File: src/rtl/dds_pkg.sv
package dds_pkg;

   // number of frequency words held in the register file
   localparam int NUM_WORDS = 3;

   // word indices inside the register file
   localparam int WORD_CENTER = 0;
   localparam int WORD_OFFSET = 1;
   localparam int WORD_SERIAL = 2;

   // control bits: bit 1 serial path on, bit 0 offset path on
   typedef struct packed {
      logic ser_on;
      logic off_on;
   } ctrl_t;

   localparam ctrl_t CTRL_RESET = '{ser_on: 1'b1, off_on: 1'b0};

endpackage

File: src/rtl/dds_sync.sv
module dds_sync #(
   parameter int W      = 4,
   parameter int STAGES = 2
) (
   input  logic         clk,
   input  logic         rst_n,
   input  logic [W-1:0] d,
   output logic [W-1:0] q
);

   logic [W-1:0] stage [STAGES];

   for (genvar i = 0; i < STAGES; i++) begin : g_stage
      if (i == 0) begin : g_first
         always_ff @(posedge clk or negedge rst_n) begin
            if (!rst_n) stage[0] <= '0;
            else        stage[0] <= d;
         end
      end else begin : g_next
         always_ff @(posedge clk or negedge rst_n) begin
            if (!rst_n) stage[i] <= '0;
            else        stage[i] <= stage[i-1];
         end
      end
   end

   assign q = stage[STAGES-1];

endmodule

File: src/rtl/dds_regfile.sv
module dds_regfile
   import dds_pkg::*;
#(
   parameter int FREQ_W = 48,
   parameter int DATA_W = 16,
   parameter int ADDR_W = 4
) (
   input  logic              clk,
   input  logic              rst_n,
   input  logic              wr_en,
   input  logic [ADDR_W-1:0] wr_addr,
   input  logic [DATA_W-1:0] wr_data,
   input  logic              upd_lvl,
   output logic [FREQ_W-1:0] center_act,
   output logic [FREQ_W-1:0] offset_act,
   output logic [FREQ_W-1:0] serial_act,
   output logic [FREQ_W-1:0] center_shd,
   output ctrl_t             ctrl_act,
   output logic              wr_ok,
   output logic              upd_now
);

   localparam int SLICES    = FREQ_W / DATA_W;
   localparam int CTRL_ADDR = NUM_WORDS * SLICES;
   localparam int UPD_ADDR  = (1 << ADDR_W) - 1;
   localparam logic [FREQ_W-1:0] CENTER_RST = {2'b01, {(FREQ_W-2){1'b0}}};

   logic              ready;
   logic              upd_prev;
   logic [FREQ_W-1:0] shadow [NUM_WORDS];
   logic [FREQ_W-1:0] active [NUM_WORDS];
   ctrl_t             ctrl_shd;
   logic              addr_upd;

   function automatic logic [FREQ_W-1:0] rst_word(input int w);
      return (w == WORD_CENTER) ? CENTER_RST : '0;
   endfunction

   // first edge after reset release only arms the bus
   assign wr_ok    = wr_en && ready;
   assign addr_upd = wr_ok && (int'(wr_addr) == UPD_ADDR);
   assign upd_now  = (upd_lvl && !upd_prev) || addr_upd;

   always_ff @(posedge clk or negedge rst_n) begin
      if (!rst_n) begin
         ready    <= 1'b0;
         upd_prev <= 1'b0;
         ctrl_shd <= CTRL_RESET;
         ctrl_act <= CTRL_RESET;
         for (int w = 0; w < NUM_WORDS; w++) begin
            shadow[w] <= rst_word(w);
            active[w] <= rst_word(w);
         end
      end else begin
         ready    <= 1'b1;
         upd_prev <= upd_lvl;
         if (wr_ok) begin
            for (int w = 0; w < NUM_WORDS; w++) begin
               for (int s = 0; s < SLICES; s++) begin
                  if (int'(wr_addr) == w * SLICES + s)
                     shadow[w][s*DATA_W +: DATA_W] <= wr_data;
               end
            end
            if (int'(wr_addr) == CTRL_ADDR)
               ctrl_shd <= ctrl_t'(wr_data[1:0]);
         end
         if (upd_now) begin
            active   <= shadow;
            ctrl_act <= ctrl_shd;
         end
      end
   end

   assign center_act = active[WORD_CENTER];
   assign offset_act = active[WORD_OFFSET];
   assign serial_act = active[WORD_SERIAL];
   assign center_shd = shadow[WORD_CENTER];

endmodule

File: src/rtl/dds_accum.sv
module dds_accum #(
   parameter int FREQ_W  = 48,
   parameter int PHASE_W = 14,
   parameter bit OUT_REG = 1'b0
) (
   input  logic               clk,
   input  logic               rst_n,
   input  logic [FREQ_W-1:0]  center,
   input  logic [FREQ_W-1:0]  offset,
   input  logic [FREQ_W-1:0]  serial,
   input  logic               off_gate,
   input  logic               ser_gate,
   input  logic [1:0]         psel,
   output logic [FREQ_W-1:0]  acc,
   output logic [FREQ_W-1:0]  step,
   output logic [PHASE_W-1:0] phase
);

   localparam int QUAD_SHIFT = PHASE_W - 2;

   logic [FREQ_W-1:0]  off_term;
   logic [FREQ_W-1:0]  ser_term;
   logic [PHASE_W-1:0] phase_c;

   assign off_term = off_gate ? offset : '0;
   assign ser_term = ser_gate ? serial : '0;
   assign step     = center + off_term + ser_term;

   always_ff @(posedge clk or negedge rst_n) begin
      if (!rst_n) acc <= '0;
      else        acc <= acc + step;
   end

   assign phase_c = acc[FREQ_W-1 -: PHASE_W] + {psel, {QUAD_SHIFT{1'b0}}};

   if (OUT_REG) begin : g_out_reg
      logic [PHASE_W-1:0] phase_q;
      always_ff @(posedge clk or negedge rst_n) begin
         if (!rst_n) phase_q <= '0;
         else        phase_q <= phase_c;
      end
      assign phase = phase_q;
   end else begin : g_out_comb
      assign phase = phase_c;
   end

endmodule

File: src/rtl/dds_phase_core.sv
module dds_phase_core
   import dds_pkg::*;
#(
   parameter int FREQ_W      = 48,
   parameter int PHASE_W     = 14,
   parameter int DATA_W      = 16,
   parameter int ADDR_W      = 4,
   parameter int SYNC_STAGES = 2,
   parameter bit OUT_REG     = 1'b0
) (
   input  logic               clk,
   input  logic               rst_n,
   input  logic               wr_en,
   input  logic [ADDR_W-1:0]  wr_addr,
   input  logic [DATA_W-1:0]  wr_data,
   input  logic               upd_pin,
   input  logic               offen_pin,
   input  logic [1:0]         psel_pin,
   output logic [PHASE_W-1:0] phase_out
);

   localparam int SLICES  = FREQ_W / DATA_W;
   localparam int PIN_W   = 4;

   if (FREQ_W % DATA_W != 0) begin : g_err_slice
      $error("FREQ_W must be a multiple of DATA_W");
   end
   if (DATA_W < 2) begin : g_err_data
      $error("DATA_W must hold the two control bits");
   end
   if (PHASE_W < 3 || PHASE_W > FREQ_W) begin : g_err_phase
      $error("PHASE_W out of range");
   end
   if (SYNC_STAGES < 2) begin : g_err_sync
      $error("SYNC_STAGES must be at least 2");
   end
   if (NUM_WORDS * SLICES >= (1 << ADDR_W) - 1) begin : g_err_addr
      $error("ADDR_W too small for the register map");
   end

   logic [PIN_W-1:0]  pins_s;
   logic [FREQ_W-1:0] act_center;
   logic [FREQ_W-1:0] act_offset;
   logic [FREQ_W-1:0] act_serial;
   logic [FREQ_W-1:0] shd_center;
   ctrl_t             ctrl_act;
   logic              wr_ok;
   logic              upd_now;
   logic [FREQ_W-1:0] acc_q;
   logic [FREQ_W-1:0] step;

   dds_sync #(.W(PIN_W), .STAGES(SYNC_STAGES)) u_sync (
      .clk   (clk),
      .rst_n (rst_n),
      .d     ({upd_pin, offen_pin, psel_pin}),
      .q     (pins_s)
   );

   dds_regfile #(.FREQ_W(FREQ_W), .DATA_W(DATA_W), .ADDR_W(ADDR_W)) u_regs (
      .clk        (clk),
      .rst_n      (rst_n),
      .wr_en      (wr_en),
      .wr_addr    (wr_addr),
      .wr_data    (wr_data),
      .upd_lvl    (pins_s[3]),
      .center_act (act_center),
      .offset_act (act_offset),
      .serial_act (act_serial),
      .center_shd (shd_center),
      .ctrl_act   (ctrl_act),
      .wr_ok      (wr_ok),
      .upd_now    (upd_now)
   );

   dds_accum #(.FREQ_W(FREQ_W), .PHASE_W(PHASE_W), .OUT_REG(OUT_REG)) u_acc (
      .clk      (clk),
      .rst_n    (rst_n),
      .center   (act_center),
      .offset   (act_offset),
      .serial   (act_serial),
      .off_gate (ctrl_act.off_on && pins_s[2]),
      .ser_gate (ctrl_act.ser_on),
      .psel     (pins_s[1:0]),
      .acc      (acc_q),
      .step     (step),
      .phase    (phase_out)
   );

endmodule

File: config.mk
export PLATFORM = sky130hd
export DESIGN_NAME = dds_phase_core
export DESIGN_NICKNAME = d
export VERILOG_FILES = /design/src/rtl/dds_pkg.sv /design/src/rtl/dds_sync.sv /design/src/rtl/dds_regfile.sv /design/src/rtl/dds_accum.sv /design/src/rtl/dds_phase_core.sv
export SDC_FILE = /design/constraint.sdc
export NUM_CORES = 1
export LEC_CHECK = 0
export ABC_AREA = 1
export CORE_MARGIN = 5
export CORE_UTILIZATION = 24
export CTS_CLUSTER_SIZE = 25
export DETAILED_ROUTE_END_ITERATION = 8
export PLACE_DENSITY_LB_ADDON = 0.25
export REMOVE_ABC_BUFFERS = 1
export SETUP_SLACK_MARGIN = 0.05
export SYNTH_ARGS = -nofsm -noshare
export SYNTH_HDL_FRONTEND = slang
export SYNTH_HIERARCHICAL = 1
export SYNTH_SLANG_ARGS = --single-unit
File: constraint.sdc
create_clock -name clk -period 5.7 [get_ports clk]
set_clock_uncertainty 0.2 [all_clocks]
set_input_delay 1.14 -clock clk [delete_from_list [all_inputs] [get_ports clk]]
set_output_delay 1.14 -clock clk [all_outputs]
set_load 0.02 [all_outputs]
### Word-level counts from Yosys, hierarchy flattened

Index checks and enable logic that the tools add are counted.

| word-level totals | value |
|---|---|
| register bits after elaboration | 350 |
| output and inout port bits | 14 |
| word-level logic and storage cells | 54 |
| bits in writable memories | 0 |
| bits in latches | 0 |
| bits of input ports | 27 |
| memories kept | 0 |
| memory bits (read-only) | 0 |

| cells by class | value |
|---|---|
| equal/unequal tests | 10 |
| $add $sub $neg | 4 |
| bitwise operators | 0 |
| mux-type cells | 2 |
| shift-type cells | 0 |
| order comparisons | 0 |
| reductions and logical operators | 17 |
| multipliers | 0 |
| div/mod/pow operators | 0 |

Operator list:

| cell | number |
|---|---|
| 48-bit adder | 3 |
| 48-bit 2-to-1 mux | 2 |
| 4-bit == test (second input constant) | 6 |
| 2-bit AND reduction | 10 |
| 14-bit adder | 1 |
| 4-bit by 3-bit == test with 1-bit output (second input constant) | 2 |
| 4-bit by 1-bit == test with 1-bit output (second input constant) | 1 |
| 4-bit by 2-bit == test with 1-bit output (second input constant) | 1 |
| 1-bit logical AND | 4 |
| 4-bit logical NOT | 1 |
| 1-bit logical NOT | 1 |
| 1-bit logical OR | 1 |

### Longest topological paths before layout

| depth | value |
|---|---|
| word-level depth | 5 |
| gate-level depth with buffers | 31 |
| depth with buffers taken out | 28 |

### Modules after synthesis

The synthesis kept the hierarchy.

Modules (own cells, without submodules):

| module | seq. area each (um^2) | instances | area each (um^2) | cells each |
|---|---|---|---|---|
| dds_regfile | 7362.1 | 1 | 11473.5 | 1213 |
| dds_accum | 1201.2 | 1 | 9703.1 | 1516 |
| dds_sync | 200.2 | 1 | 230.2 | 12 |
| dds_phase_core | 0.0 | 1 | 7.5 | 2 |

### Least setup slack after synthesis

OpenSTA, ideal clock, no wires.

| timing path | value |
|---|---|
| kind | register -> register |
| start | register u_regs/ctrl_act[1] (netlist name) |
| end | register u_acc.acc[47] |
| path slack | 0.846 ns |
| stages on the path, launching flop included | 29 |
| setup time | 0.116 ns |
| buffers on the path | 2 |
| clock period less this slack | 4.854 ns |
| arrival time | 4.537 ns |
| data required time | 5.384 ns |
| cell sequence | dfstp_2 clkbuf_1 clkbuf_1 nand2_1 inv_1 fa_1 ha_1 fa_1 nand2_1 nand2_1 and2_4 a21oi_4 inv_2 nand2_1 nand2_2 a21oi_1 xnor2_1 ha_1 nand2_1 inv_1 a21oi_1 a21boi_0 o21ai_0 nand2_1 nand2_1 nor2_1 inv_1 nand2_1 nand2_1 |

| between the ends | value |
|---|---|
| cells in the longest elaborated chain, start to end | 3 |

Ends and longest elaborated chain:

| what | line | text |
|---|---|---|
| 48-bit 2-to-1 mux | dds_accum.sv:26 | `assign ser_term = ser_gate ? serial : '0;` |
| 48-bit adder | dds_accum.sv:27 | `assign step = center + off_term + ser_term;` |
| named net step[29] | dds_phase_core.sv:50 | `logic [FREQ_W-1:0] step;` |
| 48-bit adder | dds_accum.sv:31 | `else acc <= acc + step;` |
| to (signal assigned) | dds_accum.sv:31 |  |
| to (decl) | dds_accum.sv:14 | `output logic [FREQ_W-1:0] acc,` |

The timed path passes the listed nets, and every way through them passes these cells.
A chain may end at the register's enable or synchronous reset.

### Worst setup path in the final report

| timing path | value |
|---|---|
| start | register u_regs/ctrl_act[1] (netlist name) |
| end | register u_acc.acc[47] |

| between the ends | value |
|---|---|
| cells in the longest elaborated chain, start to end | 3 |

Ends and longest elaborated chain:

| what | line |
|---|---|
| 48-bit 2-to-1 mux | dds_accum.sv:26 |
| 48-bit adder | dds_accum.sv:27 |
| named net step[26] | dds_phase_core.sv:50 |
| 48-bit adder | dds_accum.sv:31 |

The timed path passes the listed nets, and every way through them passes these cells.

==> impl_metrics.yaml <==
timing:
  maxSlewViolCount: 0
  hold_violations: 0
  period_share: 0.917
  worst_slew_pin_slew_ns: 0.934
  max_slew_margin: 0.377
  setup_viol: 0
  rsz0062_at_grt: "false"
  holdWs_ns: 0.144
  fmax_mhz: 191
  period_minus_slack_ns: 5.23
power_and_ir_drop:
  ir_drop_mv: 0.209
  power_density_nw_per_um2: 425
  p_leak_nw: 12.7
yosys:
  syn_area_per_cell_um2: 7.81
  syn_inst: 2694
  synthesis.area_um2: 21100
  ys.warnings.count: 6
floorplan:
  die_x_um: 306
  fp.dieH_um: 306
  die-area_um2: 93700
  start_util: 0.242
  rows: 108
  io_pins: 41
  core_um2: 86900
final_layout:
  seqCellArea_um2: 8760
  syn_to_final_growth_pct: 15.6
  fillers: 9550
  drive_above_1_share: 0.0765
  most-common-layout-cells: "nand2_1, dfrtp_1, inv_1, nand3_1, o21ai_0"
  layout_commonest_cell: "nand2_1"
  instances_no_fill: 3928
  multi_input_area_um2: 10700
  layout.nets: 2912
  antenna_cells: 0
global_route:
  grt_use_total: 0.144
  antenna_found_initial: 0
  grt_first_pass_wirelength_mm: 107
  overflow: 0
  grt_pass1_vias: 18000
  grt_max_degree: 104
clock_network:
  cts_buffer_depth: 3
  cts_sinks: 350
  cts.clk_slew.worst_paths_ns: 0.06
  cts_max_level: 2
  root_buffer: "clkbuf_16"
  cts_made_buffers: 40
  insertion_delay_ns: 0.59
  cts_setup_buffers: 0
  cts_tree: "yes"
placement:
  place.gp.congestion: 0.930
  dp.cells: 3854
  port_buffers: 40
  dp_hpwl_mm: 50.9
drt:
  wl_per_cell_um: 17.5
  postRouteAntennaNets: 0
  drc: 0
  drt_iter0_markers: 1281
  drt_first_pass_iters: 5
  vias_per_cell: 4.50
  wirelength_mm: 68.8
  vias: 17700
critical_path:
  critPathLaunchType: "flop"
  critPathMaxFanout: 29
  rr_worst_depth: 25
  critical_path_class: "flop to flop"
  critPathArrivalTime_ns: 5.46
  setup.worst_path.end_class: "flop"
  cp-startpoint: "u_regs/ctrl_act[1]"
  ff2ff_setup_slack_ns: 0.47
  worstPathRequired_ns: 5.93
  timing.rr.end: "u_acc/acc[47]"
  r2r-start: "u_regs/ctrl_act[1]"
min_path:
  holdPathEnd: "u_sync/q[0]"
  hold_start: "u_sync/stage[4]"
  hold_depth: 0
  min_path_type: "flop to flop"
outcome:
  status: "finished, final reports clean"
flow_run:
  maxCapViolations: 0
-- worst max path at each step --
stage	endpoint	slack (ns)
3_3_place_gp	u_acc/acc[47]	0.34
6_report	u_acc/acc[47]	0.47
4_1_cts	u_acc/acc[47]	0.31
2_1_floorplan	u_regs/center_act[0]	-1.50
3_5_place_dp	u_acc/acc[47]	0.39
5_1_grt	u_acc/acc[47]	0.06
-- worst max-delay path, cell delays in order, from the launching register on --
cell      delay (ns)
dfstp_2         0.59
buf_12          0.21
nand2_1         0.08
inv_1           0.08
fa_1            0.46
ha_1            0.43
nand2_1         0.12
inv_1           0.07
nand2_1         0.05
nand3_1         0.16
a21oi_1         0.14
buf_4           0.16
o21ai_0         0.24
a21oi_1         0.09
xnor2_1         0.29
ha_1            0.36
a21oi_1         0.28
o21ai_0         0.21
a21boi_1        0.20
o21ai_0         0.17
nand2_1         0.10
nand2_1         0.05
nor2_1          0.16
inv_1           0.06
nand2_1         0.06
nand2_1         0.05
-- flip-flops by register name, summed over array words and instances (netlist names) --
| register | count |
|---|---|
| u_regs/ctrl_act | 2 |
| u_regs/center_act | 48 |
| u_regs/center_shd | 48 |
| u_regs/shadow | 96 |
| u_sync/stage | 4 |
| u_sync/q | 4 |
| u_regs/serial_act | 48 |
| u_regs/ready | 1 |
| u_acc/acc | 48 |
| u_regs/offset_act | 48 |
| u_regs/ctrl_shd | 2 |
| u_regs/upd_prev | 1 |
-- repair_timing --
| action | in CTS | in global routing |
|---|---|---|
| resized for setup | 0 | 5 |
| hold buffers | 0 | 0 |
| endpoints found under the setup margin | 0 | 3 |
| hold endpoints to repair | 0 | 0 |
-- per-layer routing --
layer	share of wire	global-route usage
met1	0.51	0.215
met2	0.44	0.224
met3	0.038	0.0189
met4	0.019	0.0324
met5	0	0
-- per-stage QoR --
step                      TNS, ns  worst slack (ns)  area, um^2   util  power, W
after floorplan           -218.87             -1.50       20500      -   0.00611
after global placement          0             0.341       23000  0.264   0.00767
after detailed placement        0             0.389       23000  0.264   0.00765
after CTS                       0             0.307       24300  0.280    0.0104
after global routing            0            0.0618       24300  0.280    0.0111
final                           0             0.475       24300  0.280    0.0103
-- where the power goes --
group          internal [W]  leakage, nW  switching [W]
combinational       0.00149         7.49        0.00270
sequential          0.00309         4.49       0.000350
clock               0.00156        0.678        0.00113
-- final cells by class --
class                   count  share of cell area
repair buffers            107              0.0404
well taps                1155              0.0594
flip-flops and latches    350               0.360
clock inverters            17             0.00853
inverters                 277              0.0427
multi-input cells        1965               0.441
clock buffers              57              0.0474
(Power assumes the default switching activity.)
